$ cat src/rtl/ssc_pkg.sv
package ssc_pkg;

  // Position of a pixel in the interleaved visiting order: parity class
  // first (even/even, even/odd, odd/even, odd/odd), then raster order
  // inside the class on the half-resolution grid.
  function automatic int pix_rank(input int idx, input int dim);
    int r;
    int c;
    int quarter;
    int half;
    r       = idx / dim;
    c       = idx % dim;
    quarter = (dim * dim) / 4;
    half    = dim / 2;
    return ((r % 2) * 2 + (c % 2)) * quarter + (r / 2) * half + (c / 2);
  endfunction

endpackage

$ cat src/rtl/ssc_popcount.sv
module ssc_popcount #(
  parameter int N = 256,
  parameter int W = $clog2(N) + 1
) (
  input  logic [N-1:0] bits,
  output logic [W-1:0] count
);

  always_comb begin
    count = '0;
    for (int i = 0; i < N; i++) begin
      count = count + W'(bits[i]);
    end
  end

endmodule

$ cat src/rtl/ssc_mask_stage.sv
module ssc_mask_stage #(
  parameter int DIM  = 16,
  parameter int NPIX = DIM * DIM,
  parameter int TH_W = $clog2(NPIX) + 1
) (
  input  logic            clk,
  input  logic            rst,
  input  logic            blk_valid,
  input  logic [NPIX-1:0] edge_map,
  input  logic [TH_W-1:0] thresh,
  output logic [NPIX-1:0] mask_q,
  output logic            valid_q,
  output logic [TH_W-1:0] kept_q
);

  logic [NPIX-1:0] keep;
  logic [TH_W-1:0] keep_cnt;

  // One comparator per pixel against a constant rank.
  for (genvar i = 0; i < NPIX; i++) begin : g_pix
    localparam int              RANK   = ssc_pkg::pix_rank(i, DIM);
    localparam logic [TH_W-1:0] RANK_V = TH_W'(RANK);
    assign keep[i] = edge_map[i] | (RANK_V < thresh);
  end

  // Count kept bits before the register so the loop stage sees a flop.
  ssc_popcount #(.N(NPIX), .W(TH_W)) u_pop (
    .bits  (keep),
    .count (keep_cnt)
  );

  always_ff @(posedge clk) begin
    if (rst) begin
      valid_q <= 1'b0;
      mask_q  <= '0;
      kept_q  <= '0;
    end else begin
      valid_q <= blk_valid;
      if (blk_valid) begin
        mask_q <= keep;
        kept_q <= keep_cnt;
      end
    end
  end

endmodule

$ cat src/rtl/ssc_loop_ctrl.sv
module ssc_loop_ctrl #(
  parameter int NPIX       = 256,
  parameter int TH_W       = $clog2(NPIX) + 1,
  parameter int FRM_LOG2   = 4,
  parameter int GAIN_NUM   = 13,
  parameter int GAIN_SHIFT = 6
) (
  input  logic            clk,
  input  logic            rst,
  input  logic            frame_end,
  input  logic            cnt_valid,
  input  logic [TH_W-1:0] cnt,
  input  logic [TH_W-1:0] target,
  output logic [TH_W-1:0] thresh_q
);

  localparam int ACC_W  = TH_W + FRM_LOG2 + 3;
  localparam int ERR_W  = TH_W + 2;
  localparam int PROD_W = ERR_W + $clog2(GAIN_NUM + 1) + 1;

  localparam logic        [TH_W-1:0]   FULL   = TH_W'(NPIX);
  localparam logic        [ACC_W-1:0]  FULL_A = ACC_W'(NPIX);
  localparam logic signed [PROD_W-1:0] FULL_S = PROD_W'(NPIX);
  localparam logic signed [PROD_W-1:0] GAIN_S = PROD_W'(GAIN_NUM);

  logic        [ACC_W-1:0]  acc_q;
  logic        [ACC_W-1:0]  sum;
  logic        [ACC_W-1:0]  avg_wide;
  logic        [TH_W-1:0]   avg;
  logic        [TH_W-1:0]   tgt_c;
  logic signed [ERR_W-1:0]  err;
  logic signed [PROD_W-1:0] err_ext;
  logic signed [PROD_W-1:0] prod;
  logic signed [PROD_W-1:0] step;
  logic signed [PROD_W-1:0] nxt;
  logic        [TH_W-1:0]   thr_next;

  always_comb begin
    // A block shown in the closing cycle still belongs to the closing frame.
    sum      = acc_q + (cnt_valid ? ACC_W'(cnt) : '0);
    avg_wide = sum >> FRM_LOG2;
    avg      = (avg_wide > FULL_A) ? FULL : avg_wide[TH_W-1:0];
    tgt_c    = (target > FULL) ? FULL : target;
    err      = $signed({2'b00, tgt_c}) - $signed({2'b00, avg});
    err_ext  = {{(PROD_W-ERR_W){err[ERR_W-1]}}, err};
    prod     = err_ext * GAIN_S;
    step     = prod >>> GAIN_SHIFT;
    nxt      = $signed({{(PROD_W-TH_W){1'b0}}, thresh_q}) + step;
    if (nxt[PROD_W-1]) begin
      thr_next = '0;
    end else if (nxt > FULL_S) begin
      thr_next = FULL;
    end else begin
      thr_next = nxt[TH_W-1:0];
    end
  end

  always_ff @(posedge clk) begin
    if (rst) begin
      acc_q    <= '0;
      thresh_q <= FULL;
    end else if (frame_end) begin
      acc_q    <= '0;
      thresh_q <= thr_next;
    end else begin
      acc_q    <= sum;
    end
  end

endmodule

$ cat src/rtl/ssc_subsample_ctrl.sv
module ssc_subsample_ctrl #(
  parameter int BLK_DIM    = 16,
  parameter int NPIX       = BLK_DIM * BLK_DIM,
  parameter int TH_W       = $clog2(NPIX) + 1,
  parameter int FRM_LOG2   = 4,
  parameter int GAIN_NUM   = 13,
  parameter int GAIN_SHIFT = 6
) (
  input  logic            clk,
  input  logic            rst,
  input  logic            blk_valid_i,
  input  logic [NPIX-1:0] edge_map_i,
  input  logic [TH_W-1:0] target_i,
  input  logic            frame_end_i,
  output logic [NPIX-1:0] mask_o,
  output logic            mask_valid_o,
  output logic [TH_W-1:0] thresh_o
);

  logic [TH_W-1:0] kept;
  logic [TH_W-1:0] thresh;

  ssc_mask_stage #(.DIM(BLK_DIM), .NPIX(NPIX), .TH_W(TH_W)) u_mask (
    .clk       (clk),
    .rst       (rst),
    .blk_valid (blk_valid_i),
    .edge_map  (edge_map_i),
    .thresh    (thresh),
    .mask_q    (mask_o),
    .valid_q   (mask_valid_o),
    .kept_q    (kept)
  );

  ssc_loop_ctrl #(
    .NPIX       (NPIX),
    .TH_W       (TH_W),
    .FRM_LOG2   (FRM_LOG2),
    .GAIN_NUM   (GAIN_NUM),
    .GAIN_SHIFT (GAIN_SHIFT)
  ) u_loop (
    .clk       (clk),
    .rst       (rst),
    .frame_end (frame_end_i),
    .cnt_valid (mask_valid_o),
    .cnt       (kept),
    .target    (target_i),
    .thresh_q  (thresh)
  );

  assign thresh_o = thresh;

endmodule

$ cat config.mk
export PLATFORM = sky130hd
export DESIGN_NAME = ssc_subsample_ctrl
export DESIGN_NICKNAME = d
export VERILOG_FILES = /design/src/rtl/ssc_pkg.sv /design/src/rtl/ssc_popcount.sv /design/src/rtl/ssc_mask_stage.sv /design/src/rtl/ssc_loop_ctrl.sv /design/src/rtl/ssc_subsample_ctrl.sv
export SDC_FILE = /design/constraint.sdc
export NUM_CORES = 1
export LEC_CHECK = 0
export BUFFER_PORTS_ARGS = -buffer_cell sky130_fd_sc_hd__buf_2
export CELL_PAD_IN_SITES_DETAIL_PLACEMENT = 1
export CELL_PAD_IN_SITES_GLOBAL_PLACEMENT = 1
export CORE_ASPECT_RATIO = 0.9
export CORE_MARGIN = 3
export CORE_UTILIZATION = 25
export DETAILED_ROUTE_END_ITERATION = 12
export GPL_ROUTABILITY_DRIVEN = 0
export PLACE_DENSITY_LB_ADDON = 0.1
export SYNTH_ARGS = -nofsm -noshare
export SYNTH_HDL_FRONTEND = slang
export SYNTH_SLANG_ARGS = --single-unit
$ cat constraint.sdc
create_clock -name clk -period 9.8 [get_ports clk]
set_input_delay 0.49 -clock clk [delete_from_list [all_inputs] [get_ports clk]]
set_output_delay 0.49 -clock clk [all_outputs]
set_load 0.01 [all_outputs]
==> summary.txt <==
Timing
  • Final worst path period share: 0.957
  • Slew @ Worst Pin: between 1000 and 1500 ps
  • Fin Setup TNS: 0 ps
  • Final worst path period need: 9380 ps
  • Final Max Tran Viols: 0
  • Worst slew margin: 0.104
  • Fmax: ~110 MHz
  • Final setup vio count: 0
  • Final Hold Vio Count: 0
  • Setup Skew: between 20 and 30 ps

GRT
  • Total congestion overflow: 0
  • Largest net degree at the start of global routing: 174
  • Initial antenna violation count: 11
  • Number of global-route vias before repair: around 22000
  • GRT Util Overall: 0.266
  • First-pass GRT wire length: between 150000 and 200000 um

Synth
  • Synth Register Bits: approximately 290
  • Largest area contributor in the netlist: dfxtp_1
  • Number of synthesized flops with an enable pin: 0
  • Post-synthesis net count: around 3000
  • FFs w/ async S/R, synth: 0
  • Register area share after synthesis: 0.273
  • Synth Flop Type: dfxtp_1
  • Synth cell count leaders: nor2_1 (449), inv_1 (307), dfxtp_1 (291)
  • Synth unique cells: 60
  • Most frequent cell after synthesis: nor2_1
  • Post-Syn Area: roughly 21000 um^2
  • Synth Instances: ~2400
  • Top cell type's share of synthesized area: 0.273
  • YS warnings: 0
  • Synth area leaders: dfxtp_1 (27%), fa_1 (24%), a211oi_1 (8.2%), nor2_1 (7.9%), ha_1 (5.7%)
  • Syn_area_per_cell: just under 9 um^2

Worst hold path
  • Hold Startpoint: edge_map_i[112]
  • Hold Path Sink: u_mask.mask_q[112]
  • Worst hold path type: input pin to flop
  • Cells on Worst Hold Path: 3

Die
  • Horiz. Die Dim: around 310 um
  • I/O Pins: 535
  • Die Y: between 200 and 300 um
  • Initial core utilization: 0.253
  • Full die area: 89000 um^2
  • Row cnt: 101
  • Core Box Area: around 85000 um^2

Setup path
  • Slowest cell on crit path: fa_1
  • FF-to-FF setup slack: between 400 and 500 ps
  • R2R depth: 30
  • Crit. End Element: flop
  • CP most frequent cell: fa_1
  • Arrival time at the worst endpoint: ~10000 ps
  • Reg2reg start: u_loop.thresh_q[0]
  • CP startpoint kind: flop
  • Max incr delay on CP: about 740 ps
  • Reg2Reg Capture Point: u_mask.kept_q[8]
  • Critical path type: flop to flop
  • Worst Path Max Fanout: 9
  • Req. time, crit path: 10260 ps

Layout
  • # fillers: approximately 10000
  • Area growth, synth to finish: 28.9%
  • Final Net Count: about 3600
  • Ratio of cells with drive above 1 in the final layout: 0.266

Clock tree
  • Num CTS Buffers: 40
  • H-tree depth: 2
  • Sink Count: just under 300
  • TritonCTS clock tree: yes
  • Clock Latency Late Sink: ~580 ps
  • # hold bufs at CTS: 0
  • Worst-path clk slew: 60 ps
  • Root buffer cell: clkbuf_16
  • Max clock buf depth: 3

Routing
  • Top routing layer used: met5
  • Drt pass-1 iters: 5
  • Initial DRC count: 1508
  • Vias per inst: roughly 5
  • Vias: about 21000
  • Post-Route WL: approximately 120000 um
  • Met3 WL: between 8000 and 9000 um
  • Routed wl met2: approximately 57000 um
  • DR WL/cell: 29.2 um
  • Wl on met1: roughly 54000 um
  • Antenna-violating nets left: 0
  • # DRC: 0

Run
  • Max-cap viol count: 0

Run status
  • Status: completed

Placement
  • PortBufs: roughly 530
  • Hpwl dp: 100000 um
[per-stage QoR]
step | worst slack [ps] | std cells | util | cell area [um^2] | hold slack [ps]
final | 418 | 4149 | 0.325 | 27500 | 265
after global routing | -12.1 | 4146 | 0.325 | 27500 | 262
after CTS | 17.6 | 4142 | 0.323 | 27300 | 230
after detailed placement | -26.8 | 4075 | 0.307 | 26000 | 463
after global placement | -23.3 | 4075 | 0.307 | 26000 | 457
after floorplan | 721 | 2426 | - | 21400 | 452
[kinds of logic (layout without fill, tap and decap cells)]
logic type,after synthesis,count (layout),synth area share
adders and majority gates,349,349,0.293
DFF,291,291,0.273
other,0,4,0
muxes,60,60,0.0283
and+or+nand+nor,696,696,0.138
AOI/OAI and AO/OA,532,532,0.170
buffers and inverters,456,1042,0.0802
xor gates and xnor gates,42,42,0.0176
[metal layers]
metal,global-route usage,vias to the layer above
li1,-,9181
met1,0.362,10586
met2,0.435,762
met3,0.0528,131
met4,0.0556,10
met5,0,-
[layout make-up]
type,instances,area [um^2],share of cell area
diodes,4,10.0,0.000364
multi-input cells,1679,14000,0.509
flip-flops and latches,291,5840,0.212
well taps,1133,1420,0.0515
inverters,308,1160,0.0420
repair buffers,667,3740,0.136
clock buffers,58,1200,0.0437
clock inverters,9,136,0.00496
[flip-flops by register name, summed over array words and instances, names as in the netlist]
| signal | count |
|---|---|
| u_mask.mask_q | 256 |
| u_loop.acc_q | 16 |
| u_mask.kept_q | 9 |
| u_mask.valid_q | 1 |
| u_loop.thresh_q | 9 |
[placed cells by master, fill, tap and decap left out, drive strengths merged, types with 10 or more instances in the layout]
| master | instances |
|---|---|
| a211o | 27 |
| a211oi | 234 |
| a21o | 23 |
| a21oi | 143 |
| a311oi | 12 |
| and2 | 27 |
| buf | 666 |
| clkbuf | 59 |
| dfxtp | 291 |
| fa | 252 |
| ha | 97 |
| inv | 307 |
| mux2i | 60 |
| nand2 | 102 |
| nand2b | 14 |
| nor2 | 449 |
| nor2b | 14 |
| nor3 | 40 |
| o21a | 10 |
| o21ai | 39 |
| or2 | 13 |
| xnor2 | 30 |
| xor2 | 12 |
[how the worst max path moves through the flow]
stage	from	endpoint	slack [ps]	cells past startpoint
floorplan	u_loop.thresh_q[7]	u_mask.kept_q[8]	720	36
global placement	u_loop.thresh_q[2]	u_mask.kept_q[6]	-20	29
detailed placement	u_loop.thresh_q[2]	u_mask.kept_q[8]	-30	29
CTS	u_loop.thresh_q[1]	u_mask.kept_q[8]	20	32
global route	u_loop.thresh_q[4]	u_mask.kept_q[8]	-10	32
finish	u_loop.thresh_q[0]	u_mask.kept_q[8]	420	30
[timing repair]
| item | CTS | global route |
|---|---|---|
| endpoints found under the setup margin | 3 | 14 |
| pin swaps | 0 | 3 |
| resized for setup | 2 | 48 |
| setup buffers | 0 | 3 |
[critical path: cells and delay by family (launching register included)]
kind,cells,cell delay [ps]
flip-flops,1,430
AO/OA/AOI/OAI,8,1490
AND/OR/NAND/NOR,3,290
buffers and inverters,6,690
adder cells (fa/ha/maj),13,6380
Power is left out: the tool's default activity adds up to more than one toggle a clock period on the data nets, which glitch-free logic cannot reach.
